<file path="src/rtl/wut_pkg.sv">
package wut_pkg;
  parameter int CMP_W  = 8;
  parameter int CNT_W  = 14;
  parameter int DIV_W  = 2;
  parameter int NSRC   = 2;
  parameter int ADDR_W = 1;

  localparam logic [ADDR_W-1:0] ADDR_CTRL = 1'b0;
  localparam logic [ADDR_W-1:0] ADDR_CMP  = 1'b1;

  localparam int BIT_SRC   = 0;
  localparam int BIT_DIV   = 1;
  localparam int BIT_ABORT = BIT_DIV + DIV_W;
  localparam int BIT_EN    = BIT_ABORT + 1;

  typedef struct packed {
    logic             src_sel;
    logic [DIV_W-1:0] div_sel;
    logic [CMP_W-1:0] cmp;
  } wut_cfg_t;
endpackage

</file>
<file path="src/rtl/wut_regs.sv">
module wut_regs
  import wut_pkg::*;
(
  input  logic              clk,
  input  logic              rst_n,
  input  logic              wr_en,
  input  logic [ADDR_W-1:0] wr_addr,
  input  logic [CMP_W-1:0]  wr_data,
  output wut_cfg_t          cfg,
  output logic [NSRC-1:0]   en,
  output logic              arm_p,
  output logic              abort_p
);
  wut_cfg_t          cfg_q, cfg_nxt;
  logic [NSRC-1:0]   en_q, en_nxt;
  logic [NSRC-1:0]   hist_q;
  logic [NSRC-1:0]   rise;
  logic              abort_q, abort_nxt;
  logic              ctrl_wr, cmp_wr;

  assign ctrl_wr = wr_en && (wr_addr == ADDR_CTRL);
  assign cmp_wr  = wr_en && (wr_addr == ADDR_CMP);

  always_comb begin
    cfg_nxt   = cfg_q;
    en_nxt    = en_q;
    abort_nxt = 1'b0;
    if (ctrl_wr) begin
      cfg_nxt.src_sel = wr_data[BIT_SRC];
      cfg_nxt.div_sel = wr_data[BIT_DIV +: DIV_W];
      en_nxt          = wr_data[BIT_EN +: NSRC];
      abort_nxt       = wr_data[BIT_ABORT];
    end
    if (cmp_wr) begin
      cfg_nxt.cmp = wr_data;
    end
  end

  always_ff @(posedge clk or negedge rst_n) begin
    if (!rst_n) begin
      cfg_q   <= '0;
      en_q    <= '0;
      hist_q  <= '0;
      abort_q <= 1'b0;
    end else begin
      cfg_q   <= cfg_nxt;
      en_q    <= en_nxt;
      hist_q  <= en_q;
      abort_q <= abort_nxt;
    end
  end

  for (genvar g = 0; g < NSRC; g++) begin : g_edge
    assign rise[g] = en_q[g] & ~hist_q[g];
  end

  assign cfg     = cfg_q;
  assign en      = en_q;
  assign arm_p   = |rise;
  assign abort_p = abort_q;
endmodule

</file>
<file path="src/rtl/wut_prescale.sv">
module wut_prescale
  import wut_pkg::*;
#(
  parameter int PRE_W = (1 << DIV_W) - 1
) (
  input  logic             clk,
  input  logic             rst_n,
  input  logic             run,
  input  logic             src_sel,
  input  logic [DIV_W-1:0] div_sel,
  input  logic [NSRC-1:0]  tick_src,
  output logic             adv
);
  logic [PRE_W-1:0] pre_q, pre_nxt;
  logic [PRE_W-1:0] mask;
  logic             sel_tick;
  logic             wrap;

  assign sel_tick = tick_src[src_sel];

  always_comb begin
    mask = '0;
    for (int i = 0; i < PRE_W; i++) begin
      if (i < int'(div_sel)) mask[i] = 1'b1;
    end
  end

  assign wrap = (pre_q == mask);
  assign adv  = run && sel_tick && wrap;

  always_comb begin
    pre_nxt = pre_q;
    if (!run) begin
      pre_nxt = '0;
    end else if (sel_tick) begin
      pre_nxt = wrap ? '0 : pre_q + 1'b1;
    end
  end

  always_ff @(posedge clk or negedge rst_n) begin
    if (!rst_n) pre_q <= '0;
    else        pre_q <= pre_nxt;
  end
endmodule

</file>
<file path="src/rtl/wut_core.sv">
module wut_core
  import wut_pkg::*;
(
  input  logic             clk,
  input  logic             rst_n,
  input  logic             arm_p,
  input  logic             abort_p,
  input  logic             adv,
  input  logic [CMP_W-1:0] cmp,
  output logic             busy,
  output logic             irq
);
  localparam int LOW_W = CNT_W - CMP_W;

  logic [CNT_W-1:0] cnt_q, cnt_nxt, cnt_inc;
  logic             busy_q, busy_nxt;
  logic             irq_q, irq_nxt;
  logic             hit;

  assign cnt_inc = cnt_q + 1'b1;
  assign hit     = (cnt_inc[LOW_W +: CMP_W] == cmp);

  always_comb begin
    cnt_nxt  = cnt_q;
    busy_nxt = busy_q;
    irq_nxt  = 1'b0;
    if (abort_p) begin
      cnt_nxt  = '0;
      busy_nxt = 1'b0;
    end else if (arm_p) begin
      cnt_nxt  = '0;
      busy_nxt = 1'b1;
    end else if (busy_q && adv) begin
      if (hit) begin
        cnt_nxt  = '0;
        busy_nxt = 1'b0;
        irq_nxt  = 1'b1;
      end else begin
        cnt_nxt = cnt_inc;
      end
    end
  end

  always_ff @(posedge clk or negedge rst_n) begin
    if (!rst_n) begin
      cnt_q  <= '0;
      busy_q <= 1'b0;
      irq_q  <= 1'b0;
    end else begin
      cnt_q  <= cnt_nxt;
      busy_q <= busy_nxt;
      irq_q  <= irq_nxt;
    end
  end

  assign busy = busy_q;
  assign irq  = irq_q;
endmodule

</file>
<file path="src/rtl/osc_warmup_timer.sv">
module osc_warmup_timer
  import wut_pkg::*;
(
  input  logic              clk,
  input  logic              rst_n,
  input  logic              wr_en,
  input  logic [ADDR_W-1:0] wr_addr,
  input  logic [CMP_W-1:0]  wr_data,
  input  logic              fast_tick,
  input  logic              slow_tick,
  output logic              irq,
  output logic              busy,
  output logic              fast_en,
  output logic              slow_en
);
  wut_cfg_t        cfg;
  logic [NSRC-1:0] en;
  logic            arm_p;
  logic            abort_p;
  logic            adv;
  logic            busy_i;

  wut_regs u_regs (
    .clk     (clk),
    .rst_n   (rst_n),
    .wr_en   (wr_en),
    .wr_addr (wr_addr),
    .wr_data (wr_data),
    .cfg     (cfg),
    .en      (en),
    .arm_p   (arm_p),
    .abort_p (abort_p)
  );

  wut_prescale u_pre (
    .clk      (clk),
    .rst_n    (rst_n),
    .run      (busy_i),
    .src_sel  (cfg.src_sel),
    .div_sel  (cfg.div_sel),
    .tick_src ({slow_tick, fast_tick}),
    .adv      (adv)
  );

  wut_core u_core (
    .clk     (clk),
    .rst_n   (rst_n),
    .arm_p   (arm_p),
    .abort_p (abort_p),
    .adv     (adv),
    .cmp     (cfg.cmp),
    .busy    (busy_i),
    .irq     (irq)
  );

  assign busy    = busy_i;
  assign fast_en = en[0];
  assign slow_en = en[1];
endmodule

</file>
<file path="config.mk">
export PLATFORM = sky130hd
export DESIGN_NAME = osc_warmup_timer
export DESIGN_NICKNAME = d
export VERILOG_FILES = /design/src/rtl/wut_pkg.sv /design/src/rtl/wut_regs.sv /design/src/rtl/wut_prescale.sv /design/src/rtl/wut_core.sv /design/src/rtl/osc_warmup_timer.sv
export SDC_FILE = /design/constraint.sdc
export NUM_CORES = 1
export LEC_CHECK = 0
export BUFFER_PORTS_ARGS = -buffer_cell sky130_fd_sc_hd__buf_2
export CORE_UTILIZATION = 45
export DETAILED_ROUTE_END_ITERATION = 10
export GPL_TIMING_DRIVEN = 0
export HOLD_SLACK_MARGIN = 0.15
export SYNTH_ARGS = -nofsm -noshare
export SYNTH_HDL_FRONTEND = slang
export SYNTH_SLANG_ARGS = --single-unit
</file>
<file path="constraint.sdc">
create_clock -name clk -period 3.2 [get_ports clk]
set_input_delay 0.16 -clock clk [delete_from_list [all_inputs] [get_ports clk]]
set_output_delay 0.16 -clock clk [all_outputs]
set_load 0.02 [all_outputs]
</file>
# Word level (Yosys, flattened, before mapping)
# Index checks and enable logic that the tools add are counted.
# totals
reg_bits	35
inputBits	14
output_inout_bits	4
elab_cells	54
# classes
n_addsub	2
order_cmp	4
eq_ne	3
n_mux	21
bitwise	5
reduce_logical	9
# op_table
cell	n
2-to-1 mux 14 bit	4
adder 14 x 1 -> 14 bit (second input constant)	1
2-to-1 mux 1 bit	14
2-to-1 mux 3 bit	3
equality test 8 bit	1
nonzero test 3 bit	2
logical AND 1 bit	5
less-than comparator 1 x 2 -> 1 bit (first input constant)	2
adder 3 x 1 -> 3 bit (second input constant)	1
equality test 3 bit	1
inverter 1 bit	3
bitwise AND 1 bit	2
less-than comparator 1 x 2 -> 1 bit (second input constant)	1
less-than comparator 2 bit (first input constant)	1
inequality test 2 bit (second input constant)	1
AND reduction 2 bit	1
OR reduction 2 bit	1

# Longest topological paths before layout
# Gate-level depths: netlist of the first run.
# logic_depth
word_depth	8
ltp_mapped	9

# Modules after synthesis
# A second synthesis of the first run with hierarchy kept.
# unflattened
hier_cells	220
area_unflattened_um2	2154.6
# modules_own_cells
mod	instances	cells_per_inst	area_each_um2
wut_core	1	159	1303.8
wut_regs	1	36	610.6
wut_prescale	1	25	240.2

# Worst setup path after synthesis of the first run
# No wires, ideal clock.
# synth_timing
path_type	register to register
start	register u_core.cnt_q[0]
end	register u_core.cnt_q[10]
setup_time_ns	0.082
arrival_time_ns	2.181
t_required_ns	3.118
setup_slack_ns	0.937
stages_incl_launch_ff	9
cell_sequence	dfrtp_1 > ha_1 > nand3_2 > or3_1 > and3_1 > a211oi_2 > nand4b_2 > or4b_1 > a31oi_1
# synth_between
elab_chain_len	6
# synth_rtl
item	line_no	rtl
start: declaration	wut_core.sv:15	logic [CNT_W-1:0] cnt_q, cnt_nxt, cnt_inc;
start signal: assignment	wut_core.sv:50	cnt_q <= cnt_nxt;
adder 14 x 1 -> 14 bit *	wut_core.sv:20	assign cnt_inc = cnt_q + 1'b1;
equality test 8 bit	wut_core.sv:21	assign hit = (cnt_inc[LOW_W +: CMP_W] == cmp);
2-to-1 mux 14 bit *	wut_core.sv:34	if (hit) begin
2-to-1 mux 14 bit *	wut_core.sv:33	end else if (busy_q && adv) begin
2-to-1 mux 14 bit *	wut_core.sv:30	end else if (arm_p) begin
2-to-1 mux 14 bit *	wut_core.sv:27	if (abort_p) begin
# Mark *: on every way between the ends. The rest lies on a longest branch, timed or not. The select of a mux whose other input is x is not followed.
# A chain may end at the register's enable or synchronous reset.

# Worst setup path in the final report of the first run
# Ends and elaborated chain as after synthesis.

==> flow_summary.json, run 1 <==
{
  "die_h_um": 68.1,
  "rows": 23,
  "routed-via-count": 1684,
  "finalHoldViolations": 0,
  "worst_path_max_delay_cell": "dfrtp_1",
  "regArea_um2": 876,
  "ant_nets": 0,
  "clk_path_buf_depth": 2,
  "fillers": 372,
  "gr-total-overflow": 0,
  "antenna_cells": 0,
  "crit_required_ns": 3.40,
  "status": "complete, no violations",
  "grt_pass1_vias": 1555,
  "synth_cell_types": 41,
  "wl_mm": 4.38,
  "hold_class": "in -> reg",
  "ys_seq_area_share_pct": 44.5,
  "coreArea_um2": 4090,
  "synth_seq_cells": 35,
  "hp-start": "fast_tick",
  "synth_edf_count": 0,
  "synth_ff_type": "dfrtp_1",
  "grt_max_degree": 36,
  "drt-initial-drc-count": 118,
  "critPathKind": "reg -> reg",
  "cap_violations": 0,
  "design.portCount": 18,
  "antenna_found_initial": 0,
  "synth_async_sr_flop_share_pct": 100,
  "p_leak_nw": 1.02,
  "wl_per_cell_um": 14.8,
  "insertion_delay_ns": 0.29,
  "clk_pin_slew_ns": 0.07,
  "cts.sinks": 35,
  "syn_area_um2": 1970,
  "worstMarginPinSlew_ns": 0.771,
  "fin_nets": 261,
  "die-area_um2": 4640,
  "peakVddDrop_v": 0.000302,
  "ys_warn_count": 0,
  "synth_cells": 212,
  "r2r-start": "u_core.cnt_q[0]",
  "setup-violations-final": 0,
  "slew-limit-headroom_pct": 48.6,
  "cts_resized": 0,
  "first_pass_iters": 4,
  "p_per_area_nw_per_um2": 526,
  "syn_nets": 228,
  "cp-start-kind": "flip-flop",
  "fin_crit_sh_pct": 79.7,
  "setup_tns_ns": 0,
  "die_w_um": 68.1,
  "grt_pass1_wl_mm": 7.31,
  "final_layout_size_suffix_gt1_share_pct": 18.3,
  "grt.total_usage_pct": 21.6,
  "max_freq_mhz": 392,
  "path_buf_inv": 0,
  "arrival_ns": 2.76,
  "rsz0062_at_grt": "false",
  "io_buffers": 17,
  "cts_tree": "built",
  "fin_crit_ns": 2.55,
  "fin_skew_ns": 0.00528,
  "routed_via_density": 5.69,
  "drcViolationCount": 0,
  "critical_path.max_stage_delay_ns": 0.46,
  "gp_congestion": 0.811,
  "cts_inserted_buffers": 5,
  "area_growth_pct": 16.4,
  "multi_input_area_um2": 1030,
  "crit_chain": "ha_1 -> nand3_2 -> or3_1 -> and3_1 -> a211oi_2 -> nand4b_2 -> or4b_1 -> a31oi_1",
  "cp-end-kind": "flip-flop",
  "htreeDepth": 2,
  "critPathMaxFanout": 7,
  "finalMaxSlewViolations": 0,
  "avgSynthCellArea_um2": 9.28,
  "crit_family": "simple AND/OR/NAND/NOR gates",
  "initial_utilization_pct": 48.2,
  "startpoint": "u_core.cnt_q[0]",
  "final_util_pct": 56.1,
  "dp_hpwl_mm": 3.14,
  "clockRootBuffer": "clkbuf_8"
}
[flip-flops by register name (all words and copies together), names as in the netlist]
register / cells
u_core.cnt_q: 14
u_regs.hist_q: 2
u_pre.pre_q: 3
u_regs.en: 2
u_core.irq: 1
u_core.busy: 1
u_regs.cfg: 11
u_regs.abort_p: 1
[cell usage in the layout, fill, tap and decap left out, types with 2 or more instances in the layout]
master          n
nor2b_1         3
clkbuf_1        7
buf_2          21
or2_2           2
nand4_1         2
a31oi_1         9
clkbuf_8        5
mux2i_1         3
inv_1           5
and4_1          2
nand3_1        23
o22ai_1         2
nand2_1        30
ha_1            2
a21oi_1         5
xnor2_1         4
dlygate4sd3_1   9
dfrtp_1        35
and3_1          9
xor2_1          4
nor4_1          3
mux2_2         11
nor2_1          8
or4b_1          3
nand2b_1        2
o21ai_0        11
nor3_1          8
[path summary, 6_finish.rpt]
kind | end | slack, ns | cells after the start
setup / recovery | u_core.cnt_q[10] | 0.65 | 8
hold / removal | u_pre.pre_q[1] | 0.25 | 4
setup reg to reg | u_core.cnt_q[10] | 0.65 | 8
hold reg to reg | u_regs.hist_q[0] | 0.41 | 0
max in group asynchronous | u_regs.hist_q[0] | 2.22 | 2
min in group asynchronous | u_core.cnt_q[13] | 0.47 | 2
[cells by family (layout without fill, tap and decap cells)]
kind of cell / count (synthesis) / after routing / synth area share, %
mux: 15 / 15 / 8.39
buf+inv: 16 / 50 / 3.31
compound gates: 31 / 31 / 9.28
xor+xnor: 9 / 9 / 4.77
flops: 35 / 35 / 44.5
simple gates: 104 / 104 / 28.5
fa+ha+maj: 2 / 2 / 1.27
[worst reg2reg max path: stages (launching register included)]
cell,delay [ns]
dfrtp_1,0.46
ha_1,0.29
nand3_2,0.14
or3_1,0.39
and3_1,0.17
a211oi_2,0.20
nand4b_2,0.20
or4b_1,0.44
a31oi_1,0.18
[final cells by class]
type	instances	area share, %
Multi-Input combinational cell	161	44.8
Sequential cell	35	38.2
Timing Repair Buffer	26	7.65
Clock buffer	6	3.17
Tap cell	50	2.73
Buffer	11	2.02
Inverter	5	0.819
Clock inverter	2	0.546
[cells in the mapped netlist (all sizes together), types with 2 or more instances]
cell	instances	area (um2)
nand4	3	25.0
nor4	3	18.8
ha	2	25.0
nor3	8	40.0
or2	2	12.5
nor2	8	30.0
o21ai	12	60.1
o22ai	2	12.5
a31oi	9	56.3
and3	9	56.3
mux2i	3	30.0
nor2b	3	18.8
nand2b	2	12.5
nand2	30	113
buf	5	23.8
or4b	3	30.0
nand3	24	125
clkbuf	6	22.5
xnor2	4	35.0
nand4b	2	23.8
dfrtp	35	876
mux2	12	135
and4	2	17.5
inv	5	18.8
a21oi	5	25.0
xor2	4	35.0
[through the flow]
step / std cells / worst slack [ns] / area (um2) / power (W) / hold WS [ns]
after CTS: 296 / 0.665 / 2290 / 0.00121 / 0.251
after floorplan: 212 / 0.937 / 1970 / 0.000795 / -0.136
after global placement: 279 / 0.717 / 2120 / 0.000869 / 0.273
after global routing: 296 / 0.527 / 2290 / 0.00128 / 0.297
final: 296 / 0.649 / 2290 / 0.00121 / 0.254
after detailed placement: 279 / 0.698 / 2120 / 0.000887 / 0.284
[per-layer routing]
metal / global-route usage, % / vias to the layer above / routed length (um)
met2: 34.2 / 46 / 2080
met4: 5.73 / 0 / 36
met3: 5.67 / 4 / 169
met5: 0 / - / 0
met1: 29.2 / 801 / 2100
li1: - / 833 / -
[power by group]
| group | switching, W | internal, W |
|---|---|---|
| clock | 0.000164 | 0.000152 |
| sequential | 0.0000838 | 0.000509 |
| combinational | 0.000159 | 0.000138 |
[timing repair]
item	in CTS	in global routing
hold endpoints to repair	49	0
hold buffers	9	0
buffers inserted	0	0
Power figures use the tool's default switching activity.
==> run 2: changes to the inputs <==
ABC_AREA = 1   (was default)
PLACE_DENSITY = 0.65   (was default)
clock period = 2.3 ns   (was 3.2 ns; I/O delays follow)
==> flow_summary.json, run 2 <==
{
  "final_util_pct": 55.3,
  "rsz0062_at_grt": "false",
  "wl_mm": 4.04,
  "synthSimpleGateAreaFrac_pct": 32.3,
  "peakVddDrop_v": 0.000387,
  "synth.largest_area_cell": "dfrtp_1",
  "synth_async_sr_flop_share_pct": 100,
  "synth.top_cell.area_share_pct": 42.9,
  "finalHoldViolations": 0,
  "worstMarginPinSlew_ns": 0.791,
  "synth_ff_type": "dfrtp_1",
  "hp-start": "wr_addr",
  "wl_per_cell_um": 11.9,
  "synth_compound_area_share_pct": 13.1,
  "synth_xor_area_share_pct": 2.15,
  "cts_tree": "built",
  "grt_pass1_wl_mm": 7.09,
  "drcViolationCount": 0,
  "cts_resized": 0,
  "grt_pass1_vias": 1593,
  "p_leak_nw": 1.14,
  "fin_crit_ns": 2.02,
  "fin_area_um2": 2410,
  "gr-total-overflow": 0,
  "antenna_found_initial": 0,
  "regMostFlops": "u_core.cnt_q",
  "clockRootBuffer": "clkbuf_8",
  "die_h_um": 69.3,
  "gp_congestion": 0.787,
  "synth_seq_cells": 35,
  "placed_area_um2": 2190,
  "r2r-start": "u_core.cnt_q[1]",
  "holdPathStages": 5,
  "fillers": 397,
  "design.portCount": 18,
  "synth_cells": 252,
  "synth_top_family_by_area": "simple AND/OR/NAND/NOR gates",
  "fin_nets": 302,
  "multi_input_area_um2": 1010,
  "ant_nets": 0,
  "layout_common_cells": "nand2_1, dfrtp_1, inv_1",
  "critPathKind": "reg -> reg",
  "r2r_cells": 13,
  "fin_skew_ns": 0.00588,
  "ys_seq_area_share_pct": 42.9,
  "max_freq_mhz": 496,
  "drt-initial-drc-count": 59,
  "ys_warn_count": 0,
  "yosysMostFrequentCell": "nand2_1",
  "finalMaxSlewViolations": 0,
  "coreArea_um2": 4350,
  "die-area_um2": 4810,
  "syn_nets": 268,
  "grt_max_degree": 36,
  "largest_register_ffs": 14,
  "cts_inserted_buffers": 5,
  "synthTopCellsByCount": "nand2_1, dfrtp_1, inv_1, nand3_1, o21ai_0",
  "io_buffers": 17,
  "postCtsHoldBufs": 10,
  "setup_tns_ns": 0,
  "rows": 24,
  "slew-limit-headroom_pct": 47.2,
  "cp-end-kind": "flip-flop",
  "area_growth_pct": 18.0,
  "synthMuxAreaShare_pct": 0.552,
  "die_w_um": 69.3,
  "insertion_delay_ns": 0.28,
  "regArea_um2": 876,
  "startpoint": "u_core.cnt_q[1]",
  "routed-via-count": 1701,
  "p_per_area_nw_per_um2": 698,
  "final_layout_size_suffix_gt1_share_pct": 19.9,
  "setup-violations-final": 0,
  "cap_violations": 0,
  "avgSynthCellArea_um2": 8.10,
  "grt.total_usage_pct": 18.7,
  "initial_utilization_pct": 46.9,
  "htreeDepth": 2,
  "antenna_cells": 0,
  "final_common_cell": "nand2_1",
  "routed_via_density": 5.02,
  "syn_area_um2": 2040,
  "ys_top_cells_by_area": "dfrtp_1, nand2_1, inv_1",
  "clk_path_buf_depth": 2,
  "dp_hpwl_mm": 2.91,
  "critPathMaxFanout": 10,
  "synth_cell_types": 30,
  "crit_required_ns": 2.46,
  "hold_class": "in -> reg",
  "post-cts-setup-buffer-count": 0,
  "clk_pin_slew_ns": 0.07,
  "arrival_ns": 2.18,
  "synth_edf_count": 0,
  "status": "complete, no violations",
  "cts.sinks": 35,
  "cp-start-kind": "flip-flop",
  "synth_fa_ha_area_share_pct": 1.23,
  "fin_crit_sh_pct": 87.7,
  "first_pass_iters": 4
}
## run 2: cell count changes after synthesis, moves of 4 or more
cell	before	now
a31oi_1	9	0
and3_1	9	0
clkbuf_1	6	2
inv_1	5	32
mux2_2	11	1
nand2_1	30	70
nand2_2	0	6
nand3b_1	0	4
nor2_1	8	16
nor3_1	8	1
o21ai_0	11	17
o22ai_2	0	8
## run 2: area by class of cell
cell class              instances  area share [%]
plain buffers                   5            1.56
clock buffers                   6            3.43
repair buffers                 27            7.69
clock inverters                 2            1.45
inverters                      32            4.99
flip-flops and latches         35            36.4
multi-input cells             180            41.8
well taps                      52            2.70
## run 2: per-layer routing
layer / up-vias / global-route usage (%) / wire [um]
met5: - / 0 / 0
li1: 890 / - / -
met3: 4 / 3.05 / 86
met1: 784 / 24.0 / 1960
met2: 23 / 31.8 / 1960
met4: 0 / 6.80 / 37
## run 2: report_power, final
group / switching [W] / internal, W / total [W]
sequential: 0.0000518 / 0.000679 / 0.000731
clock: 0.000222 / 0.000351 / 0.000573
combinational: 0.000237 / 0.000141 / 0.000378
total: 0.000511 / 0.00117 / 0.00168
## run 2: logic make-up after synthesis
logic type               count (synthesis)
XOR/XNOR                                 5
flip-flops                              35
AO/OA/AOI/OAI                           36
AND/OR/NAND/NOR                        136
multiplexers                             1
adder cells (fa/ha/maj)                  2
buffers and inverters                   37
## run 2: worst paths after layout
kind                               endpoint  slack (ns)
max                         u_core.cnt_q[8]        0.28
min                            u_regs.en[0]        0.18
max reg2reg                 u_core.cnt_q[8]        0.28
min reg2reg                u_regs.hist_q[0]        0.43
max in group asynchronous  u_regs.hist_q[0]        1.35
min in group asynchronous   u_core.cnt_q[2]        0.45
## run 2: stage by stage
step                power, W  setup WS [ns]  cells  hold slack (ns)
detailed placement   0.00111          0.298    321            0.247
floorplan            0.00101          0.553    252           -0.181
CTS                  0.00170          0.280    339            0.167
global placement     0.00111          0.288    321            0.247
global route         0.00178         0.0388    339            0.218
finish               0.00168          0.284    339            0.178
## run 2: critical path: stages (launching register included)
cell     delay, ns
dfrtp_1       0.40
ha_1          0.22
nand2_2       0.08
nor2_4        0.20
nand3_1       0.11
nand2_1       0.11
nand2_1       0.06
nand2_1       0.06
nand3_1       0.07
nor2_2        0.14
nand2_2       0.12
nand2_4       0.11
buf_12        0.15
o22ai_2       0.06
==> run 3: changes to the inputs <==
CORE_ASPECT_RATIO = 0.9   (was default)
==> flow_summary.json, run 3 (same netlist as run 2, synthesis figures left out) <==
{
  "grt_pass1_wl_mm": 7.33,
  "grt_pass1_vias": 1655,
  "clk_pin_slew_ns": 0.07,
  "antenna_cells": 0,
  "final_layout_size_suffix_gt1_share_pct": 19.9,
  "critical_path.max_stage_delay_ns": 0.41,
  "slew-limit-headroom_pct": 47.6,
  "cts_resized": 0,
  "rsz0062_at_grt": "false",
  "hold_path_end": "u_pre.pre_q[2]",
  "setup_tns_ns": 0,
  "cp-start-kind": "flip-flop",
  "p_clk_share_pct": 34.1,
  "pre_cts_ws_ns": 0.285,
  "die_h_um": 65.9,
  "coreArea_um2": 4210,
  "r2r-start": "u_core.cnt_q[1]",
  "fin_skew_ns": 0.00400,
  "fin_crit_sh_pct": 88.4,
  "initial_utilization_pct": 48.5,
  "gp_congestion": 0.826,
  "ant_nets": 0,
  "p_per_area_nw_per_um2": 699,
  "cts.sinks": 35,
  "postCtsHoldBufs": 10,
  "layout_common_cells": "nand2_1, dfrtp_1, inv_1",
  "multi_input_area_um2": 1010,
  "io_buffers": 17,
  "dp_hpwl_mm": 3.00,
  "die-area_um2": 4810,
  "die_w_um": 73.0,
  "area_growth_pct": 18.5,
  "startpoint": "u_core.cnt_q[1]",
  "htreeDepth": 2,
  "cts_tree": "built",
  "crit_required_ns": 2.47,
  "largest_register_ffs": 14,
  "p_seq_share_pct": 43.4,
  "fin_nets": 302,
  "p_int_w": 0.00117,
  "r2r_slack_ns": 0.27,
  "insertion_delay_ns": 0.29,
  "antenna_found_initial": 0,
  "hp-start": "slow_tick",
  "p_total_w": 0.00169,
  "final_util_pct": 57.4,
  "rows": 22,
  "fin_crit_ns": 2.03,
  "peakVddDrop_v": 0.000427,
  "worstReg2RegEnd": "u_core.cnt_q[11]",
  "hold_class": "in -> reg",
  "p_switching_w": 0.000518,
  "gr-total-overflow": 0,
  "cap_violations": 0,
  "finalMaxSlewViolations": 0,
  "grt.total_usage_pct": 20.4,
  "arrival_ns": 2.21,
  "routed-via-count": 1698,
  "switching_share_pct": 30.6,
  "regArea_um2": 876,
  "worstMarginPinSlew_ns": 0.785,
  "status": "complete, no violations",
  "critPathKind": "reg -> reg",
  "routed_via_density": 4.89,
  "fin_ws_ns": 0.267,
  "timing.hold.ws_ns": 0.225,
  "r2r_cells": 13,
  "setup-violations-final": 0,
  "fillers": 396,
  "cp-end-kind": "flip-flop",
  "grt_max_degree": 36,
  "drt-initial-drc-count": 121,
  "crit_family": "simple AND/OR/NAND/NOR gates",
  "cts_inserted_buffers": 5,
  "worst_path_max_delay_cell": "dfrtp_1",
  "final_common_cell": "nand2_1",
  "clockRootBuffer": "clkbuf_8",
  "regMostFlops": "u_core.cnt_q",
  "drcViolationCount": 0,
  "post-cts-setup-buffer-count": 0,
  "wl_mm": 4.11,
  "crit_chain": "ha_1 -> nand2_2 -> nor2_4 -> nand3_2 -> nand3_1 -> nand2_1 -> nor2_1 -> nand2_1 -> nor2_1 -> nand2_2 -> nand2_4 -> buf_12 -> o22ai_2",
  "clk_path_buf_depth": 2,
  "design.portCount": 18,
  "finalHoldViolations": 0,
  "holdPathStages": 6,
  "first_pass_iters": 6,
  "critPathMaxFanout": 10,
  "combinationalPowerShare_pct": 22.5,
  "wl_per_cell_um": 11.8,
  "path_buf_inv": 1,
  "p_leak_nw": 1.14,
  "max_freq_mhz": 492
}
run 3: cell counts in the layout (fill, tap and decap cells not counted):
No cell type changed its count.
run 3: worst max-delay path by stage:
stage / end / cells past startpoint / slack (ns)
after detailed placement: u_core.cnt_q[12] / 13 / 0.29
after floorplan: u_core.cnt_q[10] / 13 / 0.55
after global routing: u_core.cnt_q[12] / 13 / 0.06
after CTS: u_core.cnt_q[11] / 13 / 0.28
after global placement: u_core.cnt_q[10] / 13 / 0.33
final: u_core.cnt_q[11] / 13 / 0.27
run 3: cell type report:
type | instances | share of cell area [%]
clock inverter | 2 | 1.45
tap | 60 | 3.10
clock buffer | 6 | 3.41
multi-input combinational | 180 | 41.6
sequential | 35 | 36.2
buffer | 5 | 1.55
timing repair buffer | 27 | 7.66
inverter | 32 | 4.97
run 3: power groups by stage:
stage	clock, W	sequential [W]	combinational (W)
2_1_floorplan	0	0.000746	0.000262
3_3_place_gp	0	0.000743	0.000365
3_5_place_dp	0	0.000745	0.000370
4_1_cts	0.000591	0.000733	0.000385
5_1_grt	0.000614	0.000743	0.000429
6_report	0.000576	0.000733	0.000380
run 3: tightest hold or removal path, stage by stage:
cell and delay, ns:
buf_2 0.07, nand2_1 0.05, nand2_1 0.06, nor2_1 0.05
nand2_1 0.05, o21ai_0 0.06
run 3: per-stage QoR:
| stage | cell area [um2] | cells |
|---|---|---|
| 2_1_floorplan | 2040 | 252 |
| 3_3_place_gp | 2200 | 329 |
| 3_5_place_dp | 2200 | 329 |
| 4_1_cts | 2420 | 347 |
| 5_1_grt | 2420 | 347 |
| 6_report | 2420 | 347 |
run 3: layer usage:
metal | track usage [%] | routed length [um]
met3 | 4.12 | 122
met1 | 26.3 | 2080
met2 | 33.4 | 1840
met4 | 7.84 | 66
met5 | 0 | 0
